==> src/rtl/gpt_pkg.sv <==
package gpt_pkg;
  localparam logic [7:0] A_SYSST = 8'h14;
  localparam logic [7:0] A_ISTAT = 8'h18;
  localparam logic [7:0] A_IEN   = 8'h1C;
  localparam logic [7:0] A_CTRL  = 8'h24;
  localparam logic [7:0] A_CNT   = 8'h28;
  localparam logic [7:0] A_LOAD  = 8'h2C;
  localparam logic [7:0] A_TRIG  = 8'h30;
  localparam logic [7:0] A_PEND  = 8'h34;
  localparam logic [7:0] A_MATCH = 8'h38;
  localparam logic [7:0] A_CAPT  = 8'h3C;
  localparam logic [7:0] A_IFC   = 8'h40;

  localparam logic [31:0] CTRL_MASK = 32'h0000_7FFF;

  typedef struct packed {
    logic [16:0] rsvd;
    logic        gpo;
    logic        capt2;
    logic        tgl;
    logic [1:0]  trg;
    logic [1:0]  edge_sel;
    logic        def_lvl;
    logic        cmp_en;
    logic        pre_en;
    logic [2:0]  ptv;
    logic        ar;
    logic        start;
  } ctrl_t;

  function automatic logic is_tdom(input logic [7:0] a);
    return (a == A_CTRL) || (a == A_CNT) || (a == A_LOAD) || (a == A_TRIG) || (a == A_MATCH);
  endfunction

  function automatic logic [4:0] pend_bit(input logic [7:0] a);
    case (a)
      A_CTRL:  return 5'b00001;
      A_CNT:   return 5'b00010;
      A_LOAD:  return 5'b00100;
      A_TRIG:  return 5'b01000;
      A_MATCH: return 5'b10000;
      default: return 5'b00000;
    endcase
  endfunction
endpackage

==> src/rtl/gpt_count.sv <==
module gpt_count #(
  parameter int W = 32
) (
  input  logic         clk_i,
  input  logic         rst_ni,
  input  logic         clr_i,
  input  logic         tick_i,
  input  logic         en_i,
  input  logic         ar_i,
  input  logic         pre_en_i,
  input  logic [2:0]   ptv_i,
  input  logic         ce_i,
  input  logic [W-1:0] load_i,
  input  logic [W-1:0] match_i,
  input  logic         wr_i,
  input  logic [W-1:0] wdata_i,
  input  logic         reload_i,
  output logic [W-1:0] cnt_o,
  output logic         ovf_o,
  output logic         match_o
);
  localparam int PW = 8;

  logic [W-1:0]  cnt_q, nxt;
  logic [PW-1:0] psc_q, lim;
  logic          fire, adv;

  assign lim  = PW'((9'd2 << ptv_i) - 9'd1);
  assign fire = !pre_en_i || (psc_q == lim);
  assign adv  = en_i && tick_i && fire && !clr_i && !wr_i && !reload_i;
  assign ovf_o = adv && (cnt_q == '1);
  assign nxt  = ovf_o ? (ar_i ? load_i : '0) : cnt_q + 1'b1;
  assign match_o = adv && ce_i && (nxt == match_i);
  assign cnt_o = cnt_q;

  always_ff @(posedge clk_i or negedge rst_ni) begin
    if (!rst_ni) psc_q <= '0;
    else if (clr_i || !en_i || !pre_en_i) psc_q <= '0;
    else if (tick_i) psc_q <= (psc_q == lim) ? '0 : psc_q + 1'b1;
  end

  always_ff @(posedge clk_i or negedge rst_ni) begin
    if (!rst_ni) cnt_q <= '0;
    else if (clr_i) cnt_q <= '0;
    else if (wr_i) cnt_q <= wdata_i;
    else if (reload_i) cnt_q <= load_i;
    else if (adv) cnt_q <= nxt;
  end


  stop_hold_chk: assert property (@(posedge clk_i) disable iff (!rst_ni)
    !en_i && !wr_i && !reload_i && !clr_i |=> $stable(cnt_q));

  wrap_chk: assert property (@(posedge clk_i) disable iff (!rst_ni)
    ovf_o && !ar_i |=> cnt_q == '0);
endmodule

==> src/rtl/gpt_capture.sv <==
module gpt_capture #(
  parameter int W = 32
) (
  input  logic         clk_i,
  input  logic         rst_ni,
  input  logic         clr_i,
  input  logic         cap_i,
  input  logic [1:0]   edge_sel_i,
  input  logic         every2_i,
  input  logic [W-1:0] cnt_i,
  output logic [W-1:0] cap_o,
  output logic         ev_o
);
  logic s1_q, s2_q, prev_q, par_q, hit;
  logic [W-1:0] cap_q;

  assign hit  = (edge_sel_i[0] && s2_q && !prev_q) || (edge_sel_i[1] && !s2_q && prev_q);
  assign ev_o = hit && (!every2_i || par_q);
  assign cap_o = cap_q;

  always_ff @(posedge clk_i or negedge rst_ni) begin
    if (!rst_ni) begin
      s1_q <= 1'b0; s2_q <= 1'b0; prev_q <= 1'b0;
    end else begin
      s1_q <= cap_i; s2_q <= s1_q; prev_q <= s2_q;
    end
  end

  always_ff @(posedge clk_i or negedge rst_ni) begin
    if (!rst_ni) begin
      par_q <= 1'b0; cap_q <= '0;
    end else if (clr_i) begin
      par_q <= 1'b0; cap_q <= '0;
    end else begin
      if (edge_sel_i == 2'b00) par_q <= 1'b0;
      else if (hit) par_q <= ~par_q;
      if (ev_o) cap_q <= cnt_i;
    end
  end


  cap_off_chk: assert property (@(posedge clk_i) disable iff (!rst_ni)
    edge_sel_i == 2'b00 && !clr_i |=> $stable(cap_q));
endmodule

==> src/rtl/gpt_out.sv <==
module gpt_out (
  input  logic       clk_i,
  input  logic       rst_ni,
  input  logic       clr_i,
  input  logic       ev_ovf_i,
  input  logic       ev_match_i,
  input  logic [1:0] trg_i,
  input  logic       tgl_i,
  input  logic       def_i,
  input  logic       gpo_i,
  output logic       pwm_o
);
  logic fire, tgl_q, pls_q;

  always_comb begin
    case (trg_i)
      2'b01:   fire = ev_ovf_i;
      2'b10:   fire = ev_ovf_i || ev_match_i;
      2'b11:   fire = ev_match_i;
      default: fire = 1'b0;
    endcase
  end

  always_ff @(posedge clk_i or negedge rst_ni) begin
    if (!rst_ni) begin
      tgl_q <= 1'b0; pls_q <= 1'b0;
    end else if (clr_i) begin
      tgl_q <= 1'b0; pls_q <= 1'b0;
    end else begin
      if (trg_i == 2'b00 || !tgl_i) tgl_q <= 1'b0;
      else if (fire) tgl_q <= ~tgl_q;
      pls_q <= fire && !tgl_i;
    end
  end

  assign pwm_o = gpo_i ? def_i : def_i ^ (tgl_i ? tgl_q : pls_q);
endmodule

==> src/rtl/gpt_regs.sv <==
module gpt_regs
  import gpt_pkg::*;
#(
  parameter int W        = 32,
  parameter int SYNC_LAT = 2,
  parameter int RST_CYC  = 4
) (
  input  logic         clk_i,
  input  logic         rst_ni,
  input  logic         wr_i,
  input  logic         rd_i,
  input  logic [7:0]   addr_i,
  input  logic [31:0]  wdata_i,
  output logic [31:0]  rdata_o,
  input  logic [W-1:0] cnt_i,
  input  logic [W-1:0] cap_val_i,
  input  logic         ev_match_i,
  input  logic         ev_ovf_i,
  input  logic         ev_cap_i,
  output ctrl_t        ctrl_o,
  output logic [W-1:0] load_o,
  output logic [W-1:0] match_o,
  output logic         cnt_wr_o,
  output logic [W-1:0] cnt_wdata_o,
  output logic         reload_o,
  output logic         clr_o,
  output logic         irq_o
);
  localparam int LW  = $clog2(SYNC_LAT + 1);
  localparam int RCW = $clog2(RST_CYC + 1);

  ctrl_t          ctrl_q;
  logic [W-1:0]   load_q, match_q;
  logic [2:0]     ien_q, stat_q, w1c;
  logic           posted_q, pend_q, busy, done, srst_req, ifc_wr, timer_wr;
  logic [LW-1:0]  lat_q;
  logic [RCW-1:0] rst_cnt_q;
  logic [7:0]     stg_addr_q, commit_a;
  logic [31:0]    stg_data_q, commit_d;
  logic           commit_v;

  assign busy     = rst_cnt_q != '0;
  assign done     = !busy;
  assign ifc_wr   = wr_i && (addr_i == A_IFC);
  assign srst_req = ifc_wr && wdata_i[1];
  assign clr_o    = busy || srst_req;
  assign timer_wr = wr_i && !busy && is_tdom(addr_i);

  assign commit_v = posted_q ? (pend_q && lat_q == '0) : timer_wr;
  assign commit_a = posted_q ? stg_addr_q : addr_i;
  assign commit_d = posted_q ? stg_data_q : wdata_i;

  assign cnt_wr_o    = commit_v && !clr_o && (commit_a == A_CNT);
  assign reload_o    = commit_v && !clr_o && (commit_a == A_TRIG);
  assign cnt_wdata_o = commit_d[W-1:0];

  // posted-write staging and soft-reset sequencing
  always_ff @(posedge clk_i or negedge rst_ni) begin
    if (!rst_ni) begin
      posted_q <= 1'b0; pend_q <= 1'b0; lat_q <= '0;
      stg_addr_q <= '0; stg_data_q <= '0; rst_cnt_q <= '0;
    end else begin
      if (busy) rst_cnt_q <= rst_cnt_q - 1'b1;
      if (ifc_wr) begin
        posted_q <= wdata_i[2];
        pend_q   <= 1'b0;
        if (wdata_i[1]) rst_cnt_q <= RCW'(RST_CYC);
      end else if (busy) begin
        pend_q <= 1'b0;
      end else if (posted_q && timer_wr) begin
        pend_q     <= 1'b1;
        lat_q      <= LW'(SYNC_LAT - 1);
        stg_addr_q <= addr_i;
        stg_data_q <= wdata_i;
      end else if (pend_q) begin
        if (lat_q == '0) pend_q <= 1'b0;
        else lat_q <= lat_q - 1'b1;
      end
    end
  end

  assign w1c = (wr_i && addr_i == A_ISTAT) ? wdata_i[2:0] : 3'b000;

  always_ff @(posedge clk_i or negedge rst_ni) begin
    if (!rst_ni) begin
      ctrl_q <= '0; load_q <= '0; match_q <= '0; ien_q <= '0; stat_q <= '0;
    end else if (clr_o) begin
      ctrl_q <= '0; load_q <= '0; match_q <= '0; ien_q <= '0; stat_q <= '0;
    end else begin
      if (commit_v) begin
        case (commit_a)
          A_CTRL:  ctrl_q  <= ctrl_t'(commit_d & CTRL_MASK);
          A_LOAD:  load_q  <= commit_d[W-1:0];
          A_MATCH: match_q <= commit_d[W-1:0];
          default: ;
        endcase
      end
      if (ev_ovf_i && !ctrl_q.ar) ctrl_q.start <= 1'b0;
      if (wr_i && addr_i == A_IEN) ien_q <= wdata_i[2:0];
      stat_q <= (stat_q & ~w1c) | {ev_cap_i, ev_ovf_i, ev_match_i};
    end
  end

  always_comb begin
    rdata_o = '0;
    if (rd_i) begin
      case (addr_i)
        A_SYSST: rdata_o = {31'b0, done};
        A_ISTAT: rdata_o = {29'b0, stat_q};
        A_IEN:   rdata_o = {29'b0, ien_q};
        A_CTRL:  rdata_o = ctrl_q;
        A_CNT:   rdata_o = 32'(cnt_i);
        A_LOAD:  rdata_o = 32'(load_q);
        A_PEND:  rdata_o = pend_q ? {27'b0, pend_bit(stg_addr_q)} : 32'b0;
        A_MATCH: rdata_o = 32'(match_q);
        A_CAPT:  rdata_o = 32'(cap_val_i);
        A_IFC:   rdata_o = {29'b0, posted_q, 2'b0};
        default: rdata_o = '0;
      endcase
    end
  end

  assign ctrl_o  = ctrl_q;
  assign load_o  = load_q;
  assign match_o = match_q;
  assign irq_o   = |(stat_q & ien_q);


  ovf_stop_chk: assert property (@(posedge clk_i) disable iff (!rst_ni)
    ev_ovf_i && !ctrl_q.ar |=> !ctrl_q.start);

  srst_clear_chk: assert property (@(posedge clk_i) disable iff (!rst_ni)
    !done |-> ctrl_q == '0);

  pend_src_chk: assert property (@(posedge clk_i) disable iff (!rst_ni)
    $rose(pend_q) |-> $past(wr_i));
endmodule

==> src/rtl/gpt_timer.sv <==
module gpt_timer
  import gpt_pkg::*;
#(
  parameter int CNT_W    = 32,
  parameter int SYNC_LAT = 2,
  parameter int RST_CYC  = 4
) (
  input  logic        clk_i,
  input  logic        rst_ni,
  input  logic        bus_wr_i,
  input  logic        bus_rd_i,
  input  logic [7:0]  bus_addr_i,
  input  logic [31:0] bus_wdata_i,
  output logic [31:0] bus_rdata_o,
  input  logic        tick_i,
  input  logic        cap_i,
  output logic        pwm_o,
  output logic        irq_o
);
  ctrl_t            ctrl;
  logic [CNT_W-1:0] cnt, cap_val, load, match, cnt_wdata;
  logic             ev_match, ev_ovf, ev_cap, cnt_wr, reload, clr;

  gpt_regs #(.W(CNT_W), .SYNC_LAT(SYNC_LAT), .RST_CYC(RST_CYC)) u_regs (
    .clk_i, .rst_ni,
    .wr_i(bus_wr_i), .rd_i(bus_rd_i), .addr_i(bus_addr_i),
    .wdata_i(bus_wdata_i), .rdata_o(bus_rdata_o),
    .cnt_i(cnt), .cap_val_i(cap_val),
    .ev_match_i(ev_match), .ev_ovf_i(ev_ovf), .ev_cap_i(ev_cap),
    .ctrl_o(ctrl), .load_o(load), .match_o(match),
    .cnt_wr_o(cnt_wr), .cnt_wdata_o(cnt_wdata), .reload_o(reload),
    .clr_o(clr), .irq_o
  );

  gpt_count #(.W(CNT_W)) u_count (
    .clk_i, .rst_ni, .clr_i(clr), .tick_i,
    .en_i(ctrl.start), .ar_i(ctrl.ar), .pre_en_i(ctrl.pre_en), .ptv_i(ctrl.ptv),
    .ce_i(ctrl.cmp_en), .load_i(load), .match_i(match),
    .wr_i(cnt_wr), .wdata_i(cnt_wdata), .reload_i(reload),
    .cnt_o(cnt), .ovf_o(ev_ovf), .match_o(ev_match)
  );

  gpt_capture #(.W(CNT_W)) u_capture (
    .clk_i, .rst_ni, .clr_i(clr), .cap_i,
    .edge_sel_i(ctrl.edge_sel), .every2_i(ctrl.capt2),
    .cnt_i(cnt), .cap_o(cap_val), .ev_o(ev_cap)
  );

  gpt_out u_out (
    .clk_i, .rst_ni, .clr_i(clr),
    .ev_ovf_i(ev_ovf), .ev_match_i(ev_match),
    .trg_i(ctrl.trg), .tgl_i(ctrl.tgl), .def_i(ctrl.def_lvl), .gpo_i(ctrl.gpo),
    .pwm_o
  );
endmodule

==> config.mk <==
export PLATFORM = sky130hd
export DESIGN_NAME = gpt_timer
export DESIGN_NICKNAME = d
export VERILOG_FILES = /design/src/rtl/gpt_pkg.sv /design/src/rtl/gpt_count.sv /design/src/rtl/gpt_capture.sv /design/src/rtl/gpt_out.sv /design/src/rtl/gpt_regs.sv /design/src/rtl/gpt_timer.sv
export SDC_FILE = /design/constraint.sdc
export NUM_CORES = 1
export LEC_CHECK = 0
export BUFFER_PORTS_ARGS = -buffer_cell sky130_fd_sc_hd__buf_2
export CAP_MARGIN = 5
export CORE_ASPECT_RATIO = 0.5
export CORE_UTILIZATION = 45
export DETAILED_ROUTE_END_ITERATION = 12
export PLACE_DENSITY = 0.62
export SLEW_MARGIN = 10
export SYNTH_ARGS = -nofsm -noshare
export SYNTH_HDL_FRONTEND = slang
export SYNTH_SLANG_ARGS = --single-unit
export TNS_END_PERCENT = 5
==> constraint.sdc <==
create_clock -name clk_i -period 9.55 [get_ports clk_i]
set_input_delay 0.955 -clock clk_i [delete_from_list [all_inputs] [get_ports clk_i]]
set_output_delay 0.955 -clock clk_i [all_outputs]
set_load 0.1 [all_outputs]
==> results.yml, run 1 <==
status:
  status: "finished, final reports clean"
synthesis:
  syn_inst: 1412
  netlist_area_sq_um: 13000
  synth_top_family_by_area: "compound AO/OA/AOI/OAI gates"
  synthSimpleGateAreaFrac: 0.178
  muxShareOfSynthArea: 0.0924
  syn-mean-instance-area_sq_um: 9.21
  syn_nets: 1464
  synth-edff-count: 0
  ys_types: 76
  ys_seq_area_frac: 0.404
  synthAdderAreaFrac: 0.00577
  synth_compound_area_frac: 0.236
  synthArstFlopShare: 1.00
  synthXorXnorAreaFrac: 0.0392
  synth_warnings: 0
  synthFlopType: "dfrtp_1"
  synth-seq-cells: 210
cts:
  clk_pin_slew_ns: 0.07
  holdBufCountCts: 0
  cts_resized: 0
  numCtsBuffers: 21
  clockBufferDepth: 3
  cts-root-buf: "clkbuf_16"
  cts_sinks: 210
  cts_tree: "done"
  post_cts_buffers: 0
  insertion_delay_ns: 0.52
  htree_levels: 1
route:
  via_per_inst: 6.62
  vias: 12062
  drt-met1-wl_mm: 22.2
  antenna_left: 0
  dr_wl_met3_mm: 5.38
  routed_wl_mm: 46.5
  wire_per_inst_um: 25.5
  firstDrtPassIters: 7
  drcViolationCount: 0
  routed.top_layer: "met4"
  wl_met2_mm: 18.2
  drtIter0Drc: 1439
worst_setup_path:
  startpoint: "u_regs.ctrl_o[2]"
  reg2regPathDepth: 14
  r2r_slack_ns: 4.05
  cp.buffers_inverters: 1
  path_class: "register to register"
  critical_path.startpoint_type: "register"
  cp-end-kind: "register"
  slowest_stage: "nor3_2"
  critPathCapture: "u_out.tgl_q"
  crit_path_cell_trace: "or3b_2 > ha_1 > xnor2_1 > a2111oi_4 > o221ai_2 > o31a_1 > buf_4 > nor3_2 > mux2_2 > a2111oi_0 > and4_1 > nand4_1 > a21oi_1 > nor4b_2"
  arrival_ns: 5.88
  cp.depth: 14
  cp_slowest_stage_delay_ns: 0.80
  r2r-start: "u_regs.ctrl_o[2]"
  required_ns: 9.94
  reg2reg_to: "u_out.tgl_q"
  cp_max_fo: 22
  critical_path.top_delay_family: "simple AND/OR/NAND/NOR gates"
pwr:
  vdd_drop_max_mv: 0.141
  powerDensity_nw_per_um2: 146
  p_leak_nw: 5.66
floorplanning:
  coreArea_sq_um: 28000
  initial_core_util: 0.464
  die_area_sq_um: 29600
  num_io_pins: 80
  die_h_um: 122
  rows: 43
  die_x_um: 242
place:
  place.gp.congestion: 1.01
  hpwl_mm: 32.5
  portBuffers: 79
  dp_slack_ns: 4.26
  placed_area_sq_um: 13700
min_path:
  min_path_type: "register to register"
  holdCritStartpoint: "u_capture.s1_q"
timing:
  setup_viol: 0
  tightest_slew_ns: 1.28
  period_needed_ns: 5.50
  maxSlewHeadroom: 0.142
  rsz0062_at_grt: "no"
  period_share: 0.575
  hold_viol_final: 0
  setup_slack_ns: 4.05
  slew_violations: 0
  timing.setup.tns_ns: 0
  finClkSkew_ns: 0.0119
  clock.fmax_ghz: 0.182
layout:
  final_common_cell: "dfrtp_1"
  final_cell_mix: "dfrtp_1 (209), nor2_1 (167), a211oi_1 (93)"
  finish.utilization: 0.514
  nNetsFinal: 1479
  area_growth_pct: 10.8
  finalInstanceArea_sq_um: 14400
  diodes: 0
  drive_above_1_share: 0.151
grt:
  grt_usage: 0.314
  grt_overflow_total: 0
  antenna_found_initial: 0
  grt_pass1_vias: 11271
  grt_max_degree: 129
  grt_pass1_wl_mm: 70.8
flow_run:
  maxCapViolations: 0
-- metrics by stage --
| stage | std cells | power (mW) | hold slack, ns |
|---|---|---|---|
| after floorplan | 1412 | 1.12 | 0.331 |
| after global placement | 1786 | 1.24 | 0.349 |
| after detailed placement | 1786 | 1.25 | 0.348 |
| after CTS | 1822 | 2.11 | 0.368 |
| after global routing | 1822 | 2.18 | 0.382 |
| final | 1822 | 2.10 | 0.357 |
-- layer usage --
metal | GRT usage | vias to the layer above
met5 | 0 | -
met4 | 0.0475 | 0
met3 | 0.0977 | 50
met2 | 0.429 | 605
met1 | 0.484 | 6051
li1 | - | 5356
-- power breakdown --
| part | total [mW] | switching (mW) | internal (mW) |
|---|---|---|---|
| logic | 0.325 | 0.252 | 0.0722 |
| registers | 0.912 | 0.0115 | 0.900 |
| clock network | 0.868 | 0.370 | 0.497 |
-- kinds of logic (layout without fill, tap and decap cells) --
group,Yosys count,after routing
simple gates,460,460
xor+xnor,55,55
compound gates,422,422
fa+ha+maj,6,6
buf+inv,144,172
mux,115,115
flops,210,210
-- area by class of cell --
| class | count | area [sq um] |
|---|---|---|
| Timing Repair Buffer | 109 | 631 |
| Multi-Input combinational cell | 1058 | 7250 |
| Clock inverter | 7 | 91.3 |
| Sequential cell | 210 | 5260 |
| Inverter | 27 | 101 |
| Tap cell | 382 | 478 |
| Clock buffer | 29 | 606 |
| Fill cell | 2630 | 13600 |
-- sequential cells by signal (all words and copies together), names as in the netlist, 8 cells and up --
name               count
u_regs.load_o         32
u_regs.match_o        32
u_regs.ctrl_o         15
u_count.psc_q          8
u_regs.stg_addr_q      8
u_capture.cap_o       32
u_regs.stg_data_q     32
u_count.cnt_o         32
-- cells in the mapped netlist (all sizes together) (6+ instances only) --
library cell / number / area (sq um)
dfrtp: 210 / 5260
nor2: 173 / 649
clkbuf: 96 / 360
a211oi: 95 / 718
nand2: 80 / 300
a21oi: 75 / 375
mux2i: 74 / 741
a22oi: 62 / 465
nand3: 45 / 225
mux2: 41 / 462
o21ai: 31 / 155
xnor2: 30 / 263
inv: 27 / 101
a22o: 26 / 228
a221oi: 25 / 219
nor3: 24 / 135
xor2: 23 / 201
a31oi: 22 / 138
and2: 21 / 131
buf: 21 / 121
nand4: 18 / 113
and4: 15 / 131
nor4: 14 / 115
and3: 12 / 75.1
nand2b: 12 / 75.1
a2111oi: 11 / 129
nor2b: 10 / 62.6
a41oi: 9 / 78.8
o221ai: 9 / 85.1
nand3b: 7 / 52.6
o2111ai: 7 / 61.3
o211ai: 7 / 52.6
o31ai: 7 / 57.6
ha: 6 / 75.1
or3: 6 / 42.5
-- worst register-to-register path, stage by stage (launching register included) --
cell       delay (ns)
dfrtp_1          0.59
or3b_2           0.49
ha_1             0.30
xnor2_1          0.16
a2111oi_4        0.34
o221ai_2         0.20
o31a_1           0.31
buf_4            0.23
nor3_2           0.81
mux2_2           0.48
a2111oi_0        0.72
and4_1           0.32
nand4_1          0.13
a21oi_1          0.21
nor4b_2          0.07
-- how the worst min path moves through the flow --
stage	to	slack, ns	depth (start not counted)
floorplan	u_capture.s2_q	0.33	0
detailed placement	u_capture.s2_q	0.35	0
global placement	u_capture.s2_q	0.35	0
CTS	u_capture.s2_q	0.37	0
global route	u_capture.s2_q	0.38	0
finish	u_capture.s2_q	0.36	0
(Power assumes the default switching activity.)
==> run 2: changes to the inputs <==
Settings changed: ABC_AREA from default to 1.
Clock period 9.55 ns to 5.5 ns, I/O delays scaled along.
==> results.yml, run 2 <==
synthesis:
  synthFlopType: "dfrtp_1"
  syn_nets: 1825
  synth_warnings: 0
  syn-mean-instance-area_sq_um: 7.24
  synth.area.top_cells: "dfrtp_1 (41%), nand2_1 (15%), o21ai_0 (7.1%), inv_1 (5.9%), nand3_1 (5.2%)"
  yosys.area.top_type: "dfrtp_1"
  synth-seq-cells: 210
  synthMostInstantiatedCell: "nand2_1"
  synthArstFlopShare: 1.00
  synth_top_area_frac: 0.410
  synth-edff-count: 0
  syn_inst: 1773
  ys_types: 53
  ys_seq_area_frac: 0.410
  synth_common_cells: "nand2_1 (501), dfrtp_1 (210), inv_1 (202)"
  netlist_area_sq_um: 12800
layout:
  final_cell_mix: "nand2_1 (501), dfrtp_1 (209), inv_1 (202)"
  nNetsFinal: 1860
  drive_above_1_share: 0.106
  diodes: 0
  area_growth_pct: 11.3
  final_common_cell: "nand2_1"
cts:
  clockBufferDepth: 3
  htree_levels: 1
  holdBufCountCts: 0
  clk_pin_slew_ns: 0.07
  post_cts_buffers: 0
  cts_resized: 0
  cts_sinks: 210
  cts_tree: "done"
  cts-root-buf: "clkbuf_16"
  insertion_delay_ns: 0.53
  numCtsBuffers: 21
floorplanning:
  rows: 43
  coreArea_sq_um: 27900
  die_area_sq_um: 29200
  die_h_um: 121
  die_x_um: 241
  initial_core_util: 0.460
  num_io_pins: 80
worst_setup_path:
  cp.buffers_inverters: 1
  path_class: "register to register"
  cp-end-kind: "register"
  critical_path.top_delay_family: "simple AND/OR/NAND/NOR gates"
  arrival_ns: 4.69
  r2r-start: "u_regs.posted_q"
  crit_path_cell_trace: "o21ai_1 > nand3_1 > nor2_1 > o211ai_4 > buf_4 > nand3_4 > nand2_1 > nand2_1 > nand2_1 > nand2_1 > nor2_1 > nand3_1 > nor2_1 > nand4_1 > a21oi_1 > nor2_1"
  cp_max_fo: 31
  cp.depth: 16
  critical_path.startpoint_type: "register"
  reg2reg_to: "u_out.tgl_q"
  startpoint: "u_regs.posted_q"
  critPathCapture: "u_out.tgl_q"
  reg2regPathDepth: 16
  cp_slowest_stage_delay_ns: 0.78
  slowest_stage: "o211ai_4"
  r2r_slack_ns: 1.22
  required_ns: 5.92
pwr:
  vdd_drop_max_mv: 0.216
  powerDensity_nw_per_um2: 294
  p_leak_nw: 6.62
route:
  antenna_left: 0
  wire_per_inst_um: 21.1
  drcViolationCount: 0
  routed_wl_mm: 46.6
  vias: 12703
  firstDrtPassIters: 5
  drtIter0Drc: 1554
  via_per_inst: 5.76
timing:
  hold_viol_final: 0
  maxSlewHeadroom: 0.229
  period_share: 0.777
  tightest_slew_ns: 1.15
  setup_slack_ns: 1.22
  clock.fmax_ghz: 0.234
  slew_violations: 0
  timing.setup.tns_ns: 0
  finClkSkew_ns: 0.0180
  setup_viol: 0
  rsz0062_at_grt: "no"
  period_needed_ns: 4.28
grt:
  grt_pass1_wl_mm: 71.2
  grt_usage: 0.328
  grt_pass1_vias: 11670
  antenna_found_initial: 1
  grt_max_degree: 102
  grt_overflow_total: 0
place:
  dp_slack_ns: 1.29
  hpwl_mm: 33.1
  portBuffers: 79
  place.gp.congestion: 1.01
status:
  status: "finished, final reports clean"
min_path:
  min_path_type: "input pin to asynchronous set/reset pin"
flow_run:
  maxCapViolations: 0
run 2: cell count changes in the layout (fill, tap and decap cells not counted), moves of 28 or more:
cell	previous run	this run
a21oi_1	74	30
a211oi_1	93	3
xnor2_1	30	2
o211ai_1	7	38
nor2_1	167	92
a22oi_1	62	0
inv_1	27	202
nand4_1	18	47
mux2_2	41	0
mux2i_1	74	0
nand3_1	45	133
o21ai_0	28	183
o22ai_1	5	42
nand2_1	79	501
run 2: through the flow:
stage | area, sq um | utilization | cells | hold slack, ns | power, mW
floorplan | 12800 | - | 1773 | 0.254 | 2.27
global placement | 13600 | 0.486 | 2167 | 0.337 | 2.62
detailed placement | 13600 | 0.486 | 2167 | 0.338 | 2.62
CTS | 14300 | 0.513 | 2205 | 0.0827 | 4.19
global route | 14300 | 0.513 | 2205 | 0.109 | 4.37
finish | 14300 | 0.513 | 2205 | 0.0109 | 4.20
run 2: logic make-up after synthesis:
group	synth area share
compound gates	0.177
xor+xnor	0.0177
fa+ha+maj	0.00585
buf+inv	0.0957
flops	0.410
simple gates	0.294
run 2: power by group:
group          internal [mW]  switching [mW]  total (mW)
registers               1.64          0.0992        1.73
logic                  0.201           0.684       0.885
clock network          0.901           0.678        1.58
total                   2.74            1.46        4.20
run 2: worst min-delay path by stage:
stage              startpoint                  to  slack [ns]  depth (start not counted)
2_1_floorplan          rst_ni  u_capture.cap_o[0]        0.25                          0
3_3_place_gp   u_capture.s1_q      u_capture.s2_q        0.34                          0
3_5_place_dp   u_capture.s1_q      u_capture.s2_q        0.34                          0
4_1_cts                rst_ni    u_count.psc_q[3]        0.08                          1
5_1_grt                rst_ni    u_count.psc_q[3]        0.11                          1
6_report               rst_ni    u_count.psc_q[3]        0.01                          1
run 2: cell type report:
| cell class | instances | area [sq um] |
|---|---|---|
| inverters | 216 | 813 |
| multi-input cells | 1252 | 6390 |
| fillers | 2813 | 13600 |
| clock buffers | 26 | 584 |
| clock inverters | 12 | 148 |
| repair buffers | 107 | 616 |
| well taps | 382 | 478 |
| flip-flops and latches | 210 | 5260 |
run 2: per-layer routing:
layer | routed length (um) | global-route usage | up-vias
met5 | 0 | 0 | -
li1 | - | - | 6019
met4 | 1070 | 0.0799 | 0
met3 | 6730 | 0.138 | 63
met2 | 17400 | 0.423 | 696
met1 | 21400 | 0.491 | 5925
